$ cat src/rtl/cell_reasm_fifo.sv
module cell_reasm_fifo #(
  parameter int WORD_W     = 32,
  parameter int CELL_WORDS = 14,
  parameter int CELLS      = 4,
  parameter int DROP_W     = 8
) (
  input  logic              clk,
  input  logic              rst_n,
  input  logic              full_cell_mode,
  input  logic              alt_phy,
  input  logic              loop_en,
  input  logic              rx_valid,
  input  logic [WORD_W-1:0] rx_data,
  input  logic              rx_sync_err,
  input  logic              tx_valid,
  input  logic [WORD_W-1:0] tx_data,
  input  logic              rd_en,
  output logic              cell_avail,
  output logic              rd_valid,
  output logic [WORD_W-1:0] rd_data,
  output logic              rd_last,
  output logic [DROP_W-1:0] drop_cnt
);

  localparam int WW    = (CELL_WORDS > 2) ? $clog2(CELL_WORDS) : 2;
  localparam int SW    = (CELLS > 1) ? $clog2(CELLS) : 1;
  localparam int OW    = $clog2(CELLS + 1);
  localparam int DEPTH = CELLS * CELL_WORDS;
  localparam int AW    = (DEPTH > 1) ? $clog2(DEPTH) : 1;
  localparam logic [WW-1:0] LASTW = WW'(CELL_WORDS - 1);
  localparam logic [SW-1:0] LASTS = SW'(CELLS - 1);
  localparam logic [OW-1:0] FULLO = OW'(CELLS);

  logic [WORD_W-1:0] mem [DEPTH];
  logic [WW-1:0] wword, rword;
  logic [SW-1:0] wslot, rslot;
  logic [OW-1:0] occ;
  logic          dropping;

  function automatic logic [AW-1:0] loc(input logic [SW-1:0] s, input logic [WW-1:0] w);
    return AW'(s) * AW'(CELL_WORDS) + AW'(w);
  endfunction

  wire              in_v     = loop_en ? tx_valid : rx_valid;
  wire [WORD_W-1:0] in_d     = loop_en ? tx_data  : rx_data;
  wire              full_eff = full_cell_mode | alt_phy;
  wire              rewind   = in_v && !loop_en && rx_sync_err && alt_phy;
  wire              start_dr = in_v && !rewind && !dropping && wword == '0 && occ == FULLO;
  wire              wr_en    = in_v && !rewind && !dropping && !start_dr;
  wire              commit   = wr_en && wword == LASTW;
  wire              rd_fire  = rd_en && rd_valid;
  wire              release_c = rd_fire && rword == LASTW;

  assign rd_valid   = (occ != '0) || (!full_eff && !dropping && rword < wword);
  assign rd_data    = mem[loc(rslot, rword)];
  assign rd_last    = rword == LASTW;
  assign cell_avail = (rword == '0) &&
                      ((occ != '0) || (!full_eff && !dropping && wword >= WW'(2)));

  always_ff @(posedge clk)
    if (wr_en) mem[loc(wslot, wword)] <= in_d;

  always_ff @(posedge clk) begin
    if (!rst_n) begin
      wword    <= '0;
      wslot    <= '0;
      dropping <= 1'b0;
      drop_cnt <= '0;
    end else if (rewind) begin
      wword    <= '0;
      dropping <= 1'b0;
    end else if (in_v) begin
      wword <= (wword == LASTW) ? '0 : wword + 1'b1;
      if (start_dr) begin
        drop_cnt <= drop_cnt + DROP_W'(1);
        dropping <= (CELL_WORDS > 1);
      end else if (dropping && wword == LASTW) begin
        dropping <= 1'b0;
      end
      if (commit) wslot <= (wslot == LASTS) ? '0 : wslot + 1'b1;
    end
  end

  always_ff @(posedge clk) begin
    if (!rst_n) begin
      rword <= '0;
      rslot <= '0;
    end else if (rd_fire) begin
      rword <= (rword == LASTW) ? '0 : rword + 1'b1;
      if (release_c) rslot <= (rslot == LASTS) ? '0 : rslot + 1'b1;
    end
  end

  always_ff @(posedge clk) begin
    if (!rst_n) occ <= '0;
    else        occ <= occ + OW'(commit) - OW'(release_c);
  end

  AST_RESET_IDLE: assert property (@(posedge clk) $past(!rst_n) && !rst_n |=> !cell_avail && drop_cnt == '0);
  AST_OCC_LIMIT: assert property (@(posedge clk) disable iff (!rst_n) occ <= FULLO);
  AST_DROP_STEP: assert property (@(posedge clk) disable iff (!rst_n) start_dr |=> drop_cnt == $past(drop_cnt) + DROP_W'(1));
  AST_FULL_START: assert property (@(posedge clk) disable iff (!rst_n) cell_avail && full_eff |-> occ != '0);
  AST_REWIND_HOME: assert property (@(posedge clk) disable iff (!rst_n) rewind |=> wword == '0 && $stable(wslot));
  AST_READ_STEP: assert property (@(posedge clk) disable iff (!rst_n) rd_fire && !rd_last |=> rword == $past(rword) + 1'b1);
  AST_NO_OUTRUN: assert property (@(posedge clk) disable iff (!rst_n) rd_fire && occ == '0 |-> rword < wword && !full_eff);

endmodule

$ cat config.mk
export PLATFORM = sky130hd
export DESIGN_NAME = cell_reasm_fifo
export DESIGN_NICKNAME = d
export VERILOG_FILES = /design/src/rtl/cell_reasm_fifo.sv
export SDC_FILE = /design/constraint.sdc
export NUM_CORES = 1
export LEC_CHECK = 0
export BUFFER_PORTS_ARGS = -buffer_cell sky130_fd_sc_hd__clkbuf_2
export CORE_ASPECT_RATIO = 0.8
export CORE_MARGIN = 4
export CORE_UTILIZATION = 30
export DETAILED_ROUTE_END_ITERATION = 8
export GPL_ROUTABILITY_DRIVEN = 0
export PLACE_DENSITY_LB_ADDON = 0.2
export SYNTH_ARGS = -nofsm -noshare
export SYNTH_HDL_FRONTEND = slang
export SYNTH_SLANG_ARGS = --single-unit
$ cat constraint.sdc
create_clock -name clk -period 4.2 [get_ports clk]
set_input_delay 0.21 -clock clk [delete_from_list [all_inputs] [get_ports clk]]
set_output_delay 0.21 -clock clk [all_outputs]
set_load 0.02 [all_outputs]
Yosys cells after proc, flatten, opt, wreduce, memory -nomap -nowiden:

Memories as Yosys holds them, arrays and structs flattened.
Cells that the tools add are included.

* reductions and logical operators: 32
* bitwise logic cells: 3
* add/sub/neg operators: 9
* multipliers: 2
* eq/ne operators: 5
* mux-type cells: 10
* $lt $le $gt $ge: 2

Operators by type and width (count)
* $mux W32: 1
* $logic_and A1 B1 Y1: 16
* $add A6 B4 Y6: 2
* $mul A2 B3 Y5 const B: 2
* $add A4 B1 Y4 const B: 2
* $add A8 B1 Y8 const B: 1
* $eq A4 B4 Y1 const B: 2
* $logic_not A4 Y1: 2
* $mux W4: 2
* $reduce_and A3 Y1: 2
* $logic_not A1 Y1: 5
* $mux W1: 5
* $add A2 B1 Y2 const B: 2
* $eq A2 B2 Y1 const B: 2
* $ge A4 B2 Y1 const B: 1
* $lt A4 B4 Y1: 1
* $mux W2: 2
* $reduce_and A2 Y1: 2
* $add A3 B1 Y3: 1
* $eq A3 B3 Y1 const B: 1
* $reduce_bool A3 Y1: 1
* $sub A3 B1 Y3: 1
* $logic_or A1 B1 Y1: 2
* $not A1 Y1: 2
* other kinds (3): 3

* input port bits: 73
* register bits: 24
* word-level logic and storage cells: 71
* RAM bits: 1792
* memories kept: 1

Memories
* mem: depth 56, bits a word 32, read ports 1, clocked after memory_dff 0, write ports 1, RTL line 34 `logic [WORD_W-1:0] mem [DEPTH];`

Logic depth before layout (Yosys ltp):

* word-level depth: 14
* depth in mapped cells: 13
* gate-level depth less buffers: 13

Worst setup path after synthesis:

OpenSTA, ideal clock, no wires.

* path kind: register to register
* start point: register wslot[0]
* end point: memory mem[42][0], enable pin
* stages on the path, launching flop included: 10
* period minus slack after synthesis: 3975 ps
* setup time: 421 ps
* arrival time: 3554 ps
* setup slack: 225 ps
* data required time: 3779 ps
* cells stage by stage: dfxtp_1 -> inv_1 -> ha_1 -> ha_1 -> a21o_1 -> a21oi_1 -> xnor2_1 -> or3b_2 -> clkbuf_1 -> nor2_1

* longest elaborated chain between the ends: 2

Ends and longest elaborated chain
* start: declaration: RTL line 36 `logic [SW-1:0] wslot, rslot;`
* start signal: assignment: RTL line 80 `if (commit) wslot <= (wslot == LASTS) ? '0 : wslot + 1'b1;`
* $mul A2 B3 Y5: RTL line 41 `return AW'(s) * AW'(CELL_WORDS) + AW'(w);`
* $add A6 B4 Y6: RTL line 41
* end: declaration: RTL line 34

Every way passes these cells.

Worst setup path after layout:

* start point: register rslot[0]
* end point: output rd_data[15]

* longest elaborated chain between the ends: 3

Ends and longest elaborated chain
* start: declaration: RTL line 36
* start signal: assignment: RTL line 90 `if (release_c) rslot <= (rslot == LASTS) ? '0 : rslot + 1'b1;`
* $mul A2 B3 Y5: RTL line 41
* $add A6 B4 Y6: RTL line 41
* $mem_v2 Z56 W32
* end: declaration: RTL line 20 `output logic [WORD_W-1:0] rd_data,`

Every way passes these cells.

==> impl_summary.txt <==
----------------------------------------------------
[Outcome]
  Outcome ... complete, but fails checks
  Violated checks ... negative setup slack

[Power and ir drop]
  Portion of total power attributed to combinational logic ... 4.0%
  Switching power ... 8.02 mW
  Switch share ... 21.5%
  Pwr dens ... 428 nW/um^2
  Internal power consumption ... 29.3 mW
  Largest vdd supply drop ... 0.342 mV
  Static leakage ... 27.8 nW
  Seq pwr share ... 53.9%
  Clock power share ... 42.1%

[Worst hold path]
  Hold Path Depth ... 4
  Hold crit path type ... in2reg
  Worst Hold Launch ... rx_sync_err

[Synth]
  Number of nets in the synthesized netlist ... 3661
  Leading register cell type out of synthesis ... sky130_fd_sc_hd__edfxtp_1
  Synth Cell Area ... 71300 sq um
  Number of distinct standard cells referenced by the synthesized netlist ... 58
  Cell type contributing the most total cell area after synthesis ... sky130_fd_sc_hd__edfxtp_1
  Ys async rst share ... 0%
  Synthesis warning total ... 0
  Cell count after synthesis ... 3567
  Number of synthesized register bits ... 1816
  Sequential cell area fraction in the yosys report ... 76.1%
  Ranking of synthesized cells by area ... sky130_fd_sc_hd__edfxtp_1 (75%), sky130_fd_sc_hd__mux4_2 (8.8%), sky130_fd_sc_hd__mux2i_1 (4.9%)
  Mean cell area of the mapped netlist ... 20.0 sq um
  Count of flip-flops with a built-in enable after synthesis ... 1792
  Fraction of synthesized cell area taken by the top area cell type ... 75.5%

[Setup path]
  Endpoint arrival time on the critical path ... 4.41 ns
  Origin of the critical flop-to-flop path ... wword[2]
  Worst Setup Start Kind ... register
  Reg-to-reg setup timing slack ... 0.39 ns
  Required time worst endpoint ... 3.99 ns
  Maximum fanout encountered on the critical timing path ... 14
  Cell depth of the worst flop-to-flop path ... 9
  Capturing element type of the critical path ... primary output
  CP startpoint ... rslot[0]
  Critical path type ... reg2out

[Detailed routing]
  Total wire length ... 218 mm
  Routed wire per std cell ... 29.5 um
  Number of optimization iterations in the first detailed-route pass ... 5
  DRC violations left ... 0
  Iteration-0 DRC count of the detailed router ... 3775
  Total vias in the final route ... 37200
  Routed via count divided by cell count ... 5.04
  DRT antenna net count ... 0

[Die]
  Die footprint ... 246000 sq um
  Die span in x ... 553 um
  Site Rows ... 159
  Num ports ... 116
  Chip height ... 444 um
  Initial Util ... 30.3%
  Core Area ... 236000 sq um

[STA]
  Number of failing hold endpoints at the final stage ... 0
  Tightest hold margin ... 0.0767 ns
  Slew Limit Headroom ... 19.4%
  Worst path setup slack after routing ... -0.420 ns
  Setup repair after global routing missed its margin ... true
  Achievable frequency ... 216 MHz
  Worst clock skew on the final layout ... 0.0486 ns
  Post-route minimum period ... 4.62 ns
  Max Transition Viols Final ... 0
  Tcrit/Tclk final ... 110%
  Final TNS setup ... -9.77 ns
  Setup violation total in the final timing report ... 32
  Slew of the pin with the lowest slew margin ... 1.21 ns

[Global route]
  GRT Total Usage ... 17.3%
  Maximum number of pins on one net before global-route repair ... 57
  First-pass GRT wire length ... 302 mm
  Number of antenna violations at the first check in global routing ... 10
  Number of global-route vias before repair ... 37400
  Overflow after GRT ... 0

[Final layout]
  Filler Cells Inserted ... 21700
  Final nets ... 4197
  Area growth from synthesis to layout ... 22.5%
  Fraction of final layout cells with drive strength greater than 1 ... 32.8%

[Placement]
  Minimum setup slack after placement ... -0.421 ns
  Number of port buffers ... 115
  Post-detailed-placement half-perimeter wirelength ... 126 mm

[CTS]
  TritonCTS clock tree ... done
  Insertion delay of the later-clocked pin in the worst-skew pair ... 0.84 ns
  H-tree levels ... 4
  Clock-pin slew on the worst setup and hold paths ... 0.06 ns
  Maximum buffer depth of the clock tree ... 4
  Clock sink total ... 1816
  TritonCTS buffer count ... 186
  Clock root buffer master ... sky130_fd_sc_hd__clkbuf_16

[Job]
  Number of max-capacitance violations reported ... 0

----------------------------------------------------
power by group through the flow:
stage                     logic [mW]  registers (mW)  clock network [mW]
after detailed placement        1.44            20.5                   0
after floorplan                0.619            20.5                   0
after CTS                       1.51            20.1                16.2
final                           1.51            20.1                15.7
after global routing            1.59            20.1                16.9
after global placement          1.42            20.5                   0
path summary, 6_finish.rpt:
check,endpoint
max,rd_data[15]
max reg2reg,mem[48][6]
min,dropping
min reg2reg,drop_cnt[7]
through the flow:
| step | cells | power [mW] | util (%) | instance area (sq um) |
|---|---|---|---|---|
| after floorplan | 3567 | 21.1 | - | 71300 |
| after CTS | 7363 | 37.8 | 36.8 | 86700 |
| after global routing | 7382 | 38.7 | 37.1 | 87400 |
| after detailed placement | 6973 | 22.0 | 33.6 | 79100 |
| after global placement | 6973 | 21.9 | 33.6 | 79100 |
| final | 7387 | 37.4 | 37.1 | 87400 |
cells in the mapped netlist, drive strengths merged (2+ instances only):
master,count
inv,46
o22ai,33
nor3,9
a31oi,28
nand2,88
o2bb2ai,2
and2,17
a21o,3
nor3b,3
nand3,9
nor4,2
and3,3
dfxtp,24
edfxtp,1792
a21oi,72
o21ai,96
xnor2,12
clkbuf,65
buf,134
mux2,95
mux4,279
a221oi,61
o211a,2
o211ai,9
nand4,7
or2,3
fa,3
a22oi,126
ha,18
a221o,5
xor2,5
nor2b,13
mux2i,349
o22a,27
nor2,99
a211oi,2
a22o,6
nand2b,8
logic make-up after synthesis:
| kind of cell | share of synthesized area [%] |
|---|---|
| muxes | 15.2 |
| buffers and inverters | 1.80 |
| xor gates and xnor gates | 0.209 |
| AOI/OAI and AO/OA | 4.58 |
| DFF | 76.1 |
| and+or+nand+nor | 1.67 |
| adders and majority gates | 0.400 |
placed cells by master (no fill, tap or decap), types with 48 or more instances in the layout:
cell type	Yosys	final
sky130_fd_sc_hd__edfxtp_1	1792	1792
sky130_fd_sc_hd__mux2i_1	349	338
sky130_fd_sc_hd__mux4_2	279	279
sky130_fd_sc_hd__buf_4	34	255
sky130_fd_sc_hd__clkbuf_16	0	188
sky130_fd_sc_hd__buf_12	0	114
sky130_fd_sc_hd__mux2_2	95	89
sky130_fd_sc_hd__clkbuf_2	0	88
sky130_fd_sc_hd__a22oi_1	125	87
sky130_fd_sc_hd__nand2_1	88	78
sky130_fd_sc_hd__o21ai_0	84	65
sky130_fd_sc_hd__nor2_4	0	59
sky130_fd_sc_hd__clkinv_1	0	48
sequential cells by signal, indices dropped and copies added, names as in the netlist:
name      flops
rslot         2
wword         4
occ           3
drop_cnt      8
rword         4
dropping      1
wslot         2
mem        1792
what timing repair did:
item                                   4_1_cts  5_1_grt
gates resized for setup                    235      128
buffers inserted                            46       25
setup endpoints to repair                   32       32
cloned                                      13        2
pin swaps                                   42       56
hold buffers                                 8        0
endpoints found under the hold margin        9        0
final cells by class:
cell class                      count  area (sq um)  share of cell area [%]
Multi-Input combinational cell   1507         17300                    19.8
Clock buffer                      224          4820                    5.51
Tap cell                         3139          3930                    4.49
Inverter                           46           173                   0.198
Clock inverter                    103           791                   0.905
Timing Repair Buffer              546          6070                    6.94
Antenna cell                        6          15.0                  0.0172
Sequential cell                  1816         54300                    62.1
layer usage:
metal	global-route usage (%)	up-vias	routed length, um
li1	-	15800	-
met3	3.27	262	13700
met4	4.54	0	5810
met5	0	-	0
met2	27.6	1124	102000
met1	24.3	20000	96400
worst max-delay path, cell delays in order, from the launching register on:
cell and delay, ns:
sky130_fd_sc_hd__dfxtp_2 0.35, sky130_fd_sc_hd__inv_2 0.06, sky130_fd_sc_hd__ha_4 0.27, sky130_fd_sc_hd__inv_2 0.03, sky130_fd_sc_hd__fa_4 0.78, sky130_fd_sc_hd__buf_12 0.15, sky130_fd_sc_hd__buf_16 0.18, sky130_fd_sc_hd__buf_4 0.17
sky130_fd_sc_hd__buf_16 0.14, sky130_fd_sc_hd__mux4_2 0.32, sky130_fd_sc_hd__mux2_2 0.29, sky130_fd_sc_hd__a22oi_1 0.29, sky130_fd_sc_hd__a31oi_1 0.17, sky130_fd_sc_hd__buf_4 0.21, sky130_fd_sc_hd__clkbuf_2 0.15
No activity file was read; power rests on OpenSTA's default activity.
